==> config.mk <==
export PLATFORM = sky130hd
export DESIGN_NAME = pfc_freq_calc
export DESIGN_NICKNAME = d
export VERILOG_FILES = /design/src/rtl/pfc_pkg.sv /design/src/rtl/pfc_ref_select.sv /design/src/rtl/pfc_pll_decode.sv /design/src/rtl/pfc_divider.sv /design/src/rtl/pfc_freq_calc.sv
export SDC_FILE = /design/constraint.sdc
export NUM_CORES = 1
export LEC_CHECK = 0
export BUFFER_PORTS_ARGS = -buffer_cell sky130_fd_sc_hd__buf_2
export CORE_MARGIN = 4
export CORE_UTILIZATION = 35
export CTS_CLUSTER_DIAMETER = 30
export CTS_CLUSTER_SIZE = 40
export DETAILED_ROUTE_END_ITERATION = 10
export HOLD_SLACK_MARGIN = 0.05
export MAX_ROUTING_LAYER = met4
export SLEW_MARGIN = 10
export SYNTH_ARGS = -nofsm -noshare
export SYNTH_HDL_FRONTEND = slang
export SYNTH_SLANG_ARGS = --single-unit
==> constraint.sdc <==
create_clock -name clk -period 22.6 [get_ports clk]
set_input_delay 4.52 -clock clk [delete_from_list [all_inputs] [get_ports clk]]
set_output_delay 4.52 -clock clk [all_outputs]
set_load 0.05 [all_outputs]
==> src/rtl/pfc_pkg.sv <==
package pfc_pkg;
   typedef enum logic [2:0] {
      ST_INIT, ST_PLL, ST_DIV1, ST_DIV2, ST_BUS, ST_BUSW, ST_IDLE
   } pfc_state_e;

   localparam int unsigned MHZ = 1000000;
   localparam int unsigned REF_24M = 24 * MHZ;
   localparam int unsigned REF_25M = 25 * MHZ;
   localparam int unsigned REF_48M = 48 * MHZ;

   localparam int unsigned VAR_A = 0;
   localparam int unsigned VAR_B = 1;
endpackage

==> src/rtl/pfc_ref_select.sv <==
module pfc_ref_select
   import pfc_pkg::*;
#(
   parameter int unsigned FREQ_W  = 32,
   parameter int unsigned STRAP_W = 32,
   parameter int unsigned B25_BIT = 23,
   parameter int unsigned B48_BIT = 18
) (
   input  logic [STRAP_W-1:0] strap,
   output logic [FREQ_W-1:0]  ref_hz,
   output logic               is_25m
);
   if (B25_BIT >= STRAP_W || B48_BIT >= STRAP_W) begin : g_bad_bits
      $error("strap bit position outside strap word");
   end

   always_comb begin
      is_25m = strap[B25_BIT];
      if (strap[B25_BIT])      ref_hz = FREQ_W'(REF_25M);
      else if (strap[B48_BIT]) ref_hz = FREQ_W'(REF_48M);
      else                     ref_hz = FREQ_W'(REF_24M);
   end
endmodule

==> src/rtl/pfc_pll_decode.sv <==
module pfc_pll_decode
   import pfc_pkg::*;
#(
   parameter int unsigned VARIANT  = 0,
   parameter int unsigned FREQ_W   = 32,
   parameter int unsigned PLL_W    = 32,
   parameter int unsigned STRAP_W  = 32,
   parameter int unsigned OFF_BIT  = 16,
   parameter int unsigned BYP_BIT  = 17,
   parameter int unsigned PROG_BIT = 18,
   parameter int unsigned SEL_LSB  = 8
) (
   input  logic [PLL_W-1:0]   pll_word,
   input  logic [STRAP_W-1:0] strap,
   input  logic               is_25m,
   output logic               pll_off,
   output logic               bypass,
   output logic               use_table,
   output logic [FREQ_W-1:0]  table_hz,
   output logic [FREQ_W-1:0]  num1,
   output logic [FREQ_W-1:0]  den1,
   output logic               two_stage,
   output logic [FREQ_W-1:0]  den2,
   output logic               dbl
);
   if (OFF_BIT >= PLL_W || BYP_BIT >= PLL_W || SEL_LSB + 2 > STRAP_W) begin : g_bad_pos
      $error("PLL flag or strap select position out of range");
   end

   if (VARIANT == VAR_A) begin : g_var_a
      if (PROG_BIT >= PLL_W || PLL_W < 11) begin : g_bad_a
         $error("variant A needs an 11-bit PLL word and a valid programmed bit");
      end
      logic [1:0] sel;
      always_comb begin
         sel       = strap[SEL_LSB +: 2];
         pll_off   = pll_word[OFF_BIT];
         bypass    = pll_word[BYP_BIT];
         use_table = !pll_word[PROG_BIT];
         num1      = FREQ_W'(pll_word[10:5]) + FREQ_W'(2);
         den1      = FREQ_W'(pll_word[3:0]) + FREQ_W'(1);
         dbl       = !pll_word[4];
         two_stage = 1'b0;
         den2      = FREQ_W'(1);
         unique case ({is_25m, sel})
            3'b000:  table_hz = FREQ_W'(384 * MHZ);
            3'b001:  table_hz = FREQ_W'(360 * MHZ);
            3'b010:  table_hz = FREQ_W'(336 * MHZ);
            3'b011:  table_hz = FREQ_W'(408 * MHZ);
            3'b100:  table_hz = FREQ_W'(400 * MHZ);
            3'b101:  table_hz = FREQ_W'(375 * MHZ);
            3'b110:  table_hz = FREQ_W'(350 * MHZ);
            default: table_hz = FREQ_W'(425 * MHZ);
         endcase
      end
   end else if (VARIANT == VAR_B) begin : g_var_b
      if (PLL_W < 19) begin : g_bad_b
         $error("variant B needs a 19-bit PLL word");
      end
      always_comb begin
         pll_off   = pll_word[OFF_BIT];
         bypass    = pll_word[BYP_BIT];
         use_table = 1'b0;
         table_hz  = '0;
         num1      = FREQ_W'(pll_word[12:5]) + FREQ_W'(1);
         den1      = FREQ_W'(pll_word[4:0]) + FREQ_W'(1);
         den2      = FREQ_W'(pll_word[18:13]) + FREQ_W'(1);
         two_stage = 1'b1;
         dbl       = 1'b0;
      end
   end else begin : g_bad_variant
      $error("VARIANT must be 0 or 1");
   end
endmodule

==> src/rtl/pfc_divider.sv <==
module pfc_divider #(
   parameter int unsigned W = 32
) (
   input  logic         clk,
   input  logic         rst_n,
   input  logic         start,
   input  logic [W-1:0] dividend,
   input  logic [W-1:0] divisor,
   output logic [W-1:0] quotient,
   output logic         done
);
   localparam int unsigned CNT_W = $clog2(W + 1);

   if (W < 2) begin : g_bad_w
      $error("divider width must be at least 2");
   end

   logic [W-1:0]     rem_q, quo_q, den_q;
   logic [CNT_W-1:0] cnt_q;
   logic             run_q, done_q;
   logic [W:0]       shifted, diff;
   logic             fits;

   always_comb begin
      shifted = {rem_q, quo_q[W-1]};
      diff    = shifted - {1'b0, den_q};
      fits    = shifted >= {1'b0, den_q};
   end

   always_ff @(posedge clk or negedge rst_n) begin
      if (!rst_n) begin
         rem_q  <= '0;
         quo_q  <= '0;
         den_q  <= '0;
         cnt_q  <= '0;
         run_q  <= 1'b0;
         done_q <= 1'b0;
      end else if (start) begin
         rem_q  <= '0;
         quo_q  <= dividend;
         den_q  <= divisor;
         cnt_q  <= CNT_W'(W);
         run_q  <= 1'b1;
         done_q <= 1'b0;
      end else if (run_q) begin
         rem_q  <= fits ? diff[W-1:0] : shifted[W-1:0];
         quo_q  <= {quo_q[W-2:0], fits};
         cnt_q  <= cnt_q - CNT_W'(1);
         run_q  <= (cnt_q != CNT_W'(1));
         done_q <= (cnt_q == CNT_W'(1));
      end else begin
         done_q <= 1'b0;
      end
   end

   assign quotient = quo_q;
   assign done     = done_q;
endmodule

==> src/rtl/pfc_freq_calc.sv <==
module pfc_freq_calc
   import pfc_pkg::*;
#(
   parameter int unsigned VARIANT       = 0,
   parameter int unsigned FREQ_W        = 32,
   parameter int unsigned STRAP_W       = 32,
   parameter int unsigned PLL_W         = 32,
   parameter int unsigned CSEL_W        = 32,
   parameter int unsigned STRAP_25M_BIT = 23,
   parameter int unsigned STRAP_48M_BIT = 18,
   parameter int unsigned STRAP_SEL_LSB = 8,
   parameter int unsigned PLL_OFF_BIT   = (VARIANT == 0) ? 16 : 19,
   parameter int unsigned PLL_BYP_BIT   = (VARIANT == 0) ? 17 : 20,
   parameter int unsigned PLL_PROG_BIT  = 18,
   parameter int unsigned PCLK_LSB      = 23,
   parameter int unsigned PCLK_W        = 3
) (
   input  logic              clk,
   input  logic              rst_n,
   input  logic [STRAP_W-1:0] strap_word,
   input  logic [PLL_W-1:0]  pll_word,
   input  logic [CSEL_W-1:0] clksel_word,
   input  logic              clksel_wr,
   output logic [FREQ_W-1:0] ref_hz,
   output logic [FREQ_W-1:0] pll_hz,
   output logic [FREQ_W-1:0] bus_hz,
   output logic              freq_valid
);
   localparam int unsigned BUS_SHIFT = (VARIANT == VAR_A) ? 1 : 2;

   if (FREQ_W < 29) begin : g_bad_freq_w
      $error("FREQ_W too narrow for table frequencies");
   end
   if (PCLK_LSB + PCLK_W > CSEL_W || PCLK_W >= FREQ_W) begin : g_bad_pclk
      $error("bus divide field does not fit");
   end

   pfc_state_e          state_q;
   logic [STRAP_W-1:0]  strap_q;
   logic [PLL_W-1:0]    pll_q;
   logic [CSEL_W-1:0]   clksel_q;
   logic [FREQ_W-1:0]   ref_q, pll_hz_q, bus_hz_q;
   logic                valid_q, pend_q;

   logic [FREQ_W-1:0]   ref_sel;
   logic                is_25m;
   logic                pll_off, bypass, use_table, two_stage, dbl;
   logic [FREQ_W-1:0]   table_hz, num1, den1, den2;

   logic                div_start, div_done;
   logic [FREQ_W-1:0]   div_num, div_den, div_quo;
   logic [FREQ_W-1:0]   prod;

   pfc_ref_select #(
      .FREQ_W (FREQ_W), .STRAP_W (STRAP_W),
      .B25_BIT(STRAP_25M_BIT), .B48_BIT(STRAP_48M_BIT)
   ) ref_sel_i (
      .strap (strap_q), .ref_hz(ref_sel), .is_25m(is_25m)
   );

   pfc_pll_decode #(
      .VARIANT (VARIANT), .FREQ_W(FREQ_W), .PLL_W(PLL_W), .STRAP_W(STRAP_W),
      .OFF_BIT (PLL_OFF_BIT), .BYP_BIT(PLL_BYP_BIT), .PROG_BIT(PLL_PROG_BIT),
      .SEL_LSB (STRAP_SEL_LSB)
   ) dec_i (
      .pll_word (pll_q), .strap(strap_q), .is_25m(is_25m),
      .pll_off  (pll_off), .bypass(bypass), .use_table(use_table),
      .table_hz (table_hz), .num1(num1), .den1(den1),
      .two_stage(two_stage), .den2(den2), .dbl(dbl)
   );

   pfc_divider #(.W(FREQ_W)) div_i (
      .clk     (clk), .rst_n(rst_n), .start(div_start),
      .dividend(div_num), .divisor(div_den),
      .quotient(div_quo), .done(div_done)
   );

   // Operand steering for the one shared divider.
   always_comb begin
      div_start = 1'b0;
      div_num   = num1;
      div_den   = den1;
      unique case (state_q)
         ST_PLL:  div_start = !pll_off && !use_table && !bypass;
         ST_DIV1: begin
            div_start = div_done && two_stage;
            div_num   = div_quo;
            div_den   = den2;
         end
         ST_BUS: begin
            div_start = 1'b1;
            div_num   = pll_hz_q;
            div_den   = FREQ_W'(clksel_q[PCLK_LSB +: PCLK_W]) + FREQ_W'(1);
         end
         default: ;
      endcase
   end

   assign prod = ref_q * div_quo;

   always_ff @(posedge clk or negedge rst_n) begin
      if (!rst_n) begin
         state_q  <= ST_INIT;
         strap_q  <= '0;
         pll_q    <= '0;
         clksel_q <= '0;
         ref_q    <= '0;
         pll_hz_q <= '0;
         bus_hz_q <= '0;
         valid_q  <= 1'b0;
         pend_q   <= 1'b0;
      end else begin
         if (clksel_wr) begin
            clksel_q <= clksel_word;
            pend_q   <= 1'b1;
            valid_q  <= 1'b0;
         end
         unique case (state_q)
            ST_INIT: begin
               strap_q  <= strap_word;
               pll_q    <= pll_word;
               clksel_q <= clksel_word;
               state_q  <= ST_PLL;
            end
            ST_PLL: begin
               ref_q <= ref_sel;
               if (pll_off) begin
                  pll_hz_q <= '0;
                  state_q  <= ST_BUS;
               end else if (use_table) begin
                  pll_hz_q <= table_hz;
                  state_q  <= ST_BUS;
               end else if (bypass) begin
                  pll_hz_q <= ref_sel;
                  state_q  <= ST_BUS;
               end else begin
                  state_q  <= ST_DIV1;
               end
            end
            ST_DIV1: if (div_done) begin
               if (two_stage) begin
                  state_q <= ST_DIV2;
               end else begin
                  pll_hz_q <= dbl ? (prod << 1) : prod;
                  state_q  <= ST_BUS;
               end
            end
            ST_DIV2: if (div_done) begin
               pll_hz_q <= prod;
               state_q  <= ST_BUS;
            end
            ST_BUS: begin
               if (!clksel_wr) pend_q <= 1'b0;
               state_q <= ST_BUSW;
            end
            ST_BUSW: if (div_done) begin
               bus_hz_q <= div_quo >> BUS_SHIFT;
               if (pend_q || clksel_wr) begin
                  state_q <= ST_BUS;
               end else begin
                  state_q <= ST_IDLE;
                  valid_q <= 1'b1;
               end
            end
            ST_IDLE: if (pend_q) state_q <= ST_BUS;
            default: state_q <= ST_INIT;
         endcase
      end
   end

   assign ref_hz     = ref_q;
   assign pll_hz     = pll_hz_q;
   assign bus_hz     = bus_hz_q;
   assign freq_valid = valid_q;
endmodule

# [Word level (Yosys, flattened, before mapping)]
# Cells that the tools add are included.
[totals] in_bits=99 ff_bits=273 output_inout_bits=97 wordCells=99
[classes] n_reduce_logical=15 mux=41 multipliers=1 n_addsub=5 order_cmp=1 eq_ne=21
[op_table] op="$mux W32" n=11
[op_table] op="$pmux W28 S7" n=1
[op_table] op="$pmux W32 S2" n=2
[op_table] op="$mux W26" n=4
[op_table] op="$pmux W32 S3" n=1
[op_table] op="$ge A33 B32 Y1" n=1
[op_table] op="$mul A32 B32 Y32" n=1
[op_table] op="$sub A32 B32 Y32" n=1
[op_table] op="$eq A3 B3 Y1 const B" n=6
[op_table] op="$mux W3" n=6
[op_table] op="$pmux W3 S6" n=1
[op_table] op="$eq A3 B2 Y1 const B" n=4
[op_table] op="$mux W6" n=2
[op_table] op="$mux W1" n=11
[op_table] op="$ne A2 B1 Y1 const B" n=4
[op_table] op="$add A6 B2 Y7 const B" n=1
[op_table] op="$eq A3 B1 Y1 const B" n=2
[op_table] op="$eq A6 B1 Y1 const B" n=1
[op_table] op="$logic_not A3 Y1" n=2
[op_table] op="$ne A6 B1 Y1 const B" n=1
[op_table] op="$sub A6 B1 Y6 const B" n=1
[op_table] op="$add A4 B1 Y5 const B" n=1
[op_table] op="$add A3 B1 Y4 const B" n=1
[op_table] op="$ne A2 B2 Y1 const B" n=2
[op_table] op="other kinds (12)" n=16

# [Depth between registers and ports, before layout]
# Gate-level depths: netlist (run 1).
[depth] word_depth=6 mapped_depth=29 depth_no_buf=28

# [Modules after synthesis]
# Synthesis (run 1) repeated with hierarchy kept, for this count alone.
[unflattened] cells_unflattened=3364 hier_area_um2=31506.5
[by_module_without_submodules] module="pfc_freq_calc" n_inst=1 area_per_inst_um2=23661.4 cells_each=2427
[by_module_without_submodules] module="pfc_divider" n_inst=1 area_per_inst_um2=6525.0 cells_each=750
[by_module_without_submodules] module="pfc_pll_decode" n_inst=1 area_per_inst_um2=1076.0 cells_each=152
[by_module_without_submodules] module="pfc_ref_select" n_inst=1 area_per_inst_um2=244.0 cells_each=35

# [Worst setup path after synthesis (run 1)]
# Ideal clock, no wire load.
[synth_path] path_kind="flip-flop to flip-flop" startpoint="reg ref_q[22], in the netlist ref_hz[22]" endpoint="reg pll_hz_q[31], in the netlist pll_hz[31]" stages_incl_launch_ff=28 setup_time_ps=82 path_slack_ps=14938 period_less_slack_ps=7662 arrival_ps=7580 required_ps=22518 path_cell_list="dfrtp_1 -> clkbuf_1 -> clkbuf_1 -> nand2_1 -> fa_1 -> inv_1 -> fa_1 -> fa_1 -> inv_1 -> fa_1 -> inv_1 -> fa_1 -> inv_1 -> fa_1 -> inv_1 -> fa_1 -> inv_1 -> fa_1 -> inv_1 -> ha_1 -> a21o_1 -> o32ai_1 -> a21oi_1 -> a311oi_1 -> o21ai_0 -> xnor2_1 -> nand2_1 -> a31oi_1"
[synth_between] elab_chain_len=4 word_cells_on_any_way=5 cone_classes="mul (1); mux (4)"
[synth_lines] element="from (decl)" line="pfc_freq_calc.sv:42" rtl="logic [FREQ_W-1:0] ref_q, pll_hz_q, bus_hz_q;"
[synth_lines] element="from (signal assigned)" line="pfc_freq_calc.sv:126" rtl="ref_q <= ref_sel;"
[synth_lines] element="$mul A32 B32 Y32 *" line="pfc_freq_calc.sv:99" rtl="assign prod = ref_q * div_quo;"
[synth_lines] element="$mux W32" line="pfc_freq_calc.sv:144" rtl="pll_hz_q <= dbl ? (prod << 1) : prod;"
[synth_lines] element="$mux W32" line="pfc_freq_calc.sv:140" rtl="ST_DIV1: if (div_done) begin"
[synth_lines] element="$pmux W32 S3 *" line="pfc_freq_calc.sv:118" rtl="unique case (state_q)"
[synth_lines] element="to (signal assigned)" line="pfc_freq_calc.sv:131" rtl="pll_hz_q <= table_hz;"
[synth_lines] element="to (signal assigned)" line="pfc_freq_calc.sv:144"
[synth_lines] element="to (signal assigned)" line="pfc_freq_calc.sv:149" rtl="pll_hz_q <= prod;"
[synth_lines] element="to (decl)" line="pfc_freq_calc.sv:42"
# Mark *: on every way between the ends. The rest lies on a longest branch, timed or not. The select of a mux whose other input is x is not followed.
# A chain may end at the register's enable or synchronous reset.

# [Worst setup path in the final report (run 1)]
[layout_path] startpoint="reg div_i.quo_q[5], in the netlist div_i.quotient[5]" endpoint="reg pll_hz_q[31], in the netlist pll_hz[31]"
[layout_between] elab_chain_len=4 word_cells_on_any_way=5 cone_classes="mul (1); mux (4)"
[layout_lines] element="from (decl)" line="pfc_divider.sv:18" rtl="logic [W-1:0] rem_q, quo_q, den_q;"
[layout_lines] element="from (signal assigned)" line="pfc_divider.sv:40" rtl="quo_q <= dividend;"
[layout_lines] element="from (signal assigned)" line="pfc_divider.sv:47" rtl="quo_q <= {quo_q[W-2:0], fits};"
[layout_lines] element="$mul A32 B32 Y32 *" line="pfc_freq_calc.sv:99"
[layout_lines] element="$mux W32" line="pfc_freq_calc.sv:144"
[layout_lines] element="$mux W32" line="pfc_freq_calc.sv:140"
[layout_lines] element="$pmux W32 S3 *" line="pfc_freq_calc.sv:118"
# Marks and branches as above.

==> flow_summary.yaml, run 1 <==
layout:
  final_util_pct: 38.8
  n_antenna_cell: 0
  drive_above_1_share_pct: 11.9
  fin_nets: 2204
  syn2layout_area_growth_pct: 9.02
global_routing:
  grt_util_all_layers_pct: 18.2
  grt-ovfl-total: 0
  grt_pass1_wl_um: 70300
  antenna_found_initial: 1
  first_global_vias: 12500
  grt_max_degree: 108
synthesis:
  syn_area_um2: 16600
  synth_area_leaders: "dfrtp_1 25%, fa_1 22%, ha_1 11%"
  synth_seq_cells: 167
  synth_area_per_cell_um2: 9.52
  post-synth-top-count-cell: "inv_1"
  synthCells: 1743
  synth.top_cell.area_share_pct: 25.2
  ys_types: 63
  ys.flop_type: "dfrtp_1"
  synth_edf_count: 0
  yosysWarnings: 0
  synth_commonest_cells: "316 x inv_1, 180 x fa_1, 167 x dfrtp_1"
  async_reset_ff_share_pct: 100
  synth-seq-area-share_pct: 25.2
  yosysTopAreaCell: "dfrtp_1"
worst_setup_path:
  end_kind: "flip-flop"
  cp.arrival_ns: 8.01
  crit_required_ns: 22.96
  r2r_slack_ns: 14.95
  worst-setup-path-type: "flip-flop to flip-flop"
  r2r_start: "div_i.quotient[5]"
  start_kind: "flip-flop"
  worstSetupStartpoint: "div_i.quotient[5]"
  cp_max_fo: 10
  endpoint: "pll_hz[31]"
  reg2reg_depth: 25
  r2r_end: "pll_hz[31]"
sta:
  finalSetupViolCount: 0
  tns_ns: 0
  period_share_pct: 33.9
  slew_violations: 0
  slew_headroom_pct: 21.1
  finClkSkew_ns: 0.00717
  tightest_slew_ns: 1.18
  max_freq_mhz: 131
  period_needed_ns: 7.65
  rsz0062_at_grt: "no"
  setup_ws_ns: 14.95
  hold_violations: 0
die:
  die-area_um2: 50900
  rows: 79
  coreArea_um2: 46700
  die_y_um: 226
  fp.dieW_um: 226
  initial_utilization_pct: 35.5
  ioPinCount: 196
route:
  drtPass1Iterations: 8
  drt_iter0_drc: 885
  drt_wl_total_um: 43900
  num_vias: 12000
  drc: 0
  postRouteAntennaNets: 0
  post_drt_via_cell_ratio: 5.00
  wl_per_cell_um: 18.3
clock_network:
  postCtsHoldBufs: 0
  clk_latency_ns: 0.44
  cts_root_buf: "clkbuf_16"
  cts_tree: "yes"
  cts_resized: 0
  cts_sinks: 167
  clk_pin_slew_worst_paths_ns: 0.07
  clk_path_buf_depth: 2
  numCtsBuffers: 17
  cts_htree_levels: 4
  post_cts_buffers: 0
place:
  post-dp-hpwl_um: 34800
  io_buffers: 98
  place_ws_ns: 15.07
  gp_congestion: 0.926
pwr:
  vdd_drop_max_uv: 46.5
  power_density_nw_per_um2: 33.8
  leakage_nw: 9.51
  finalPower_w: 0.000611
job:
  drv_cap: 0
worst_hold_path:
  hold_class: "flip-flop to flip-flop"
  whs_path_depth: 2
outcome:
  status: "finished, final reports clean"
-- worst min-delay path by stage --
stage	start	endpoint	slack [ns]
after floorplan	div_i.den_q[4]	div_i.den_q[4]	0.45
after global placement	div_i.den_q[4]	div_i.den_q[4]	0.48
after detailed placement	bus_hz[30]	bus_hz[30]	0.48
after CTS	bus_hz[30]	bus_hz[30]	0.50
after global routing	bus_hz[10]	bus_hz[10]	0.51
final	div_i.den_q[4]	div_i.den_q[4]	0.50
-- cell type report --
cell class,instances,area (um2)
flip-flops and latches,167,4180
fillers,4686,28600
clock inverters,13,146
well taps,607,759
clock buffers,19,443
multi-input cells,1167,10800
repair buffers,113,609
inverters,316,1190
-- metrics by stage --
stage / std cells / cell area [um2] / hold WS (ns)
floorplan: 1764 / 16700 / 0.450
global placement: 2370 / 17500 / 0.477
detailed placement: 2370 / 17500 / 0.477
CTS: 2402 / 18100 / 0.496
global route: 2402 / 18100 / 0.513
finish: 2402 / 18100 / 0.495
-- routing by layer --
| metal | vias up | share of wire [%] | track usage [%] |
|---|---|---|---|
| li1 | 5631 | - | - |
| met1 | 6038 | 43 | 23.6 |
| met2 | 286 | 49 | 29.9 |
| met3 | 55 | 5.0 | 2.70 |
| met4 | 0 | 2.4 | 5.04 |
| met5 | - | 0 | - |
-- critical path: stages (launching register included) --
cell and delay (ns):
dfrtp_1 0.69, nand2_1 0.24, fa_1 0.55, inv_1 0.06
fa_1 0.51, fa_1 0.53, inv_1 0.06, fa_1 0.53
inv_1 0.05, fa_1 0.50, inv_1 0.05, fa_1 0.47
inv_1 0.05, fa_1 0.52, inv_1 0.05, fa_1 0.58
inv_1 0.05, ha_1 0.38, a21o_1 0.22, o32ai_1 0.23
a21oi_1 0.15, a311oi_1 0.43, o21ai_0 0.18, xnor2_1 0.21
nand2_1 0.08, a31oi_1 0.17
-- placed cells by master (no fill, tap or decap), drive strengths merged, types with 5 or more instances in the layout --
cell type / synthesis / routed
mux2i: 33 / 33
nand3: 11 / 11
clkinvlp: 0 / 5
a21oi: 69 / 69
a31oi: 8 / 8
mux2: 54 / 54
conb: 1 / 22
nor4: 9 / 9
inv: 316 / 320
a211oi: 20 / 20
ha: 143 / 143
o31ai: 25 / 25
a21o: 12 / 12
buf: 40 / 113
nand2b: 10 / 10
a222oi: 9 / 9
nor2: 97 / 97
and3: 5 / 5
o22ai: 5 / 5
dfrtp: 167 / 167
a22oi: 7 / 7
o21ai: 59 / 59
nor2b: 15 / 15
o21a: 10 / 10
xnor2: 61 / 61
clkbuf: 73 / 19
and2: 84 / 84
nand2: 124 / 124
nor3: 19 / 19
xor2: 29 / 29
fa: 180 / 180
-- registers in the layout, indices dropped and copies added, names as in the netlist, 3 cells and up --
signal / flops
bus_hz: 31
clksel_q: 3
div_i.cnt_q: 6
div_i.den_q: 5
div_i.quotient: 32
div_i.rem_q: 32
pll_hz: 26
pll_q: 14
ref_hz: 7
state_q: 3
strap_q: 4
-- report_power, final --
part | total [W] | switching (W) | leakage, nW | internal [W]
Clock | 0.000294 | 0.000127 | 0.273 | 0.000167
Combinational | 0.0000175 | 0.0000150 | 6.93 | 0.00000251
Sequential | 0.000300 | 0.000000573 | 2.31 | 0.000299
Total | 0.000611 | 0.000142 | 9.51 | 0.000469
-- kinds of logic (layout without fill, tap and decap cells) --
kind of cell	Yosys count	count (layout)	share of synthesized area, %
AOI/OAI and AO/OA	251	251	9.67
xor gates and xnor gates	90	90	4.75
adders and majority gates	323	323	32.5
buffers and inverters	430	461	10.6
DFF	167	167	25.2
muxes	87	87	5.66
other	1	22	0.0226
and+or+nand+nor	394	394	11.6
Note: power is estimated with default switching activity, not from simulation.
==> run 2, diff against run 1 <==
- clock period: 22.6 -> 7.25 ns (I/O delays scaled with it)
==> run 2 against run 1 <==
Combinational power rose to 3.1 times the previous value. Worst setup slack worse by 15 ns. Clock skew rose by 0.0071 ns. Die area unchanged. Critical path depth rose by 1. Count of clock-buffer cells in the layout grew 2. Non-clock buffer count is 60 higher. Global-route usage is 0.39 points higher. Highest routed layer unchanged.
==> flow_summary.yaml, run 2 (synthesis gave the netlist of run 1 again) <==
pwr:
  power_density_nw_per_um2: 102
  p_int_w: 0.00150
  p_sw_share_pct: 21.7
  finalPower_w: 0.00191
  leakage_nw: 9.86
  pwr-share-comb_pct: 2.9
  p_clk_share_pct: 48.2
  power_switching_w: 0.000415
  vdd_drop_max_uv: 155
  seq_power_share_pct: 49.0
place:
  placed_cell_area_um2: 17800
  gp_congestion: 0.992
  post-dp-hpwl_um: 36600
  io_buffers: 98
worst_setup_path:
  r2r_start: "ref_hz[20]"
  cp_max_fo: 6
  worst-setup-path-type: "flip-flop to flip-flop"
  crit_family: "adder cells"
  worstSetupStartpoint: "ref_hz[20]"
  start_kind: "flip-flop"
  path_buf_inv: 8
  crit_required_ns: 7.58
  cp.arrival_ns: 7.45
  end_kind: "flip-flop"
  slowest_stage: "fa_1"
  critPathMostFrequentCell: "fa_1"
  cpPeakStageDelay_ns: 0.59
layout:
  design_area_um2: 18700
  final_cell_mix: "314 x inv_1, 173 x fa_1, 156 x dfrtp_1"
  layout_commonest_cell: "inv_1"
  final_util_pct: 40.2
  fin_nets: 2264
  multi_input_area_um2: 10900
  seq_area_um2: 4200
  n_antenna_cell: 0
  drive_above_1_share_pct: 17.1
  nFillCells: 4652
  syn2layout_area_growth_pct: 13.0
global_routing:
  grt_pass1_wl_um: 71900
  grt_util_all_layers_pct: 18.6
  grt_max_degree: 98
  first_global_vias: 12900
  antenna_found_initial: 1
  grt-ovfl-total: 0
sta:
  tightest_slew_ns: 1.04
  finClkSkew_ns: 0.0143
  hold_violations: 0
  slew_headroom_pct: 30.2
  finalSetupViolCount: 0
  period_share_pct: 98.2
  max_freq_mhz: 140
  slew_violations: 0
  period_needed_ns: 7.12
route:
  post_drt_via_cell_ratio: 4.98
  num_vias: 12300
  drt_wl_total_um: 45000
  drc: 0
  drtPass1Iterations: 6
  wl_per_cell_um: 18.3
  drt_iter0_drc: 755
  postRouteAntennaNets: 0
die:
  ioPinCount: 196
  initial_utilization_pct: 35.5
  die-area_um2: 50900
  coreArea_um2: 46700
  fp.dieW_um: 226
  rows: 79
  die_y_um: 226
clock_network:
  cts_htree_levels: 4
  numCtsBuffers: 17
  cts_tree: "yes"
  clk_path_buf_depth: 2
  postCtsHoldBufs: 0
  cts_root_buf: "clkbuf_16"
  cts_sinks: 167
  clk_latency_ns: 0.45
  clk_pin_slew_worst_paths_ns: 0.06
outcome:
  status: "finished, final reports clean"
worst_hold_path:
  hold_class: "flip-flop to flip-flop"
  hp-start: "bus_hz[30]"
job:
  drv_cap: 0
run 2: changes by cell type in the layout (fill, tap and decap cells not counted), moves of 7 or more:
| cell | before | now |
|---|---|---|
| buf_4 | 15 | 68 |
| dfrtp_1 | 166 | 156 |
| dfrtp_2 | 0 | 10 |
| buf_6 | 1 | 8 |
| fa_1 | 180 | 173 |
| fa_2 | 0 | 7 |
| nand2_1 | 124 | 117 |
run 2: worst register-to-register path: cells and delay by family, from the launching register on:
kind                       cells  cell delay (ns)
adders and majority gates      9             4.16
and+or+nand+nor                1             0.11
xor gates and xnor gates       1             0.24
DFF                            1             0.48
buffers and inverters          8             0.85
AOI/OAI and AO/OA              7             1.15
run 2: layer usage:
metal  GRT usage (%)  vias up  wire length [um]
li1                -     5733                 -
met1            23.1     6123             18400
met2            30.8      341             22400
met3            2.63       65              2420
met4            7.19        0              1750
met5               -        -                 0
run 2: path summary, 6_finish.rpt:
kind	to	slack [ns]	cells after the start
setup / recovery	pll_hz[28]	0.13	26
hold / removal	bus_hz[30]	0.49	2
setup reg to reg	pll_hz[28]	0.13	26
hold reg to reg	bus_hz[30]	0.49	2
max in group asynchronous	div_i.quotient[13]	4.55	2
min in group asynchronous	div_i.rem_q[11]	1.10	1
run 2: cell type report:
type                    count  area share (%)
clock buffers              21            2.46
clock inverters             9           0.674
inverters                 316            6.33
multi-input cells        1167            58.3
flip-flops and latches    167            22.4
well taps                 607            4.05
repair buffers            173            5.79
run 2: what timing repair did:
| action | in CTS | in global routing |
|---|---|---|
| setup buffers | 0 | 14 |
| endpoints found under the setup margin | 0 | 10 |
| resized for setup | 0 | 58 |
run 2: power groups by stage:
stage	clock network, W	logic (W)	registers (W)
2_1_floorplan	0	0.0000379	0.000952
3_3_place_gp	0	0.0000556	0.000952
5_1_grt	0.000977	0.0000607	0.000935
3_5_place_dp	0	0.0000561	0.000952
4_1_cts	0.000940	0.0000559	0.000935
6_report	0.000920	0.0000547	0.000935
run 2: stage by stage:
step	TNS (ns)	instances	hold WS (ns)	setup slack, ns
6_report	0	2460	0.491	0.129
5_1_grt	-0.301	2460	0.506	-0.0948
2_1_floorplan	0	1764	0.450	0.0481
3_5_place_dp	0	2416	0.471	0.0791
4_1_cts	0	2446	0.495	0.00635
3_3_place_gp	0	2416	0.472	0.0598
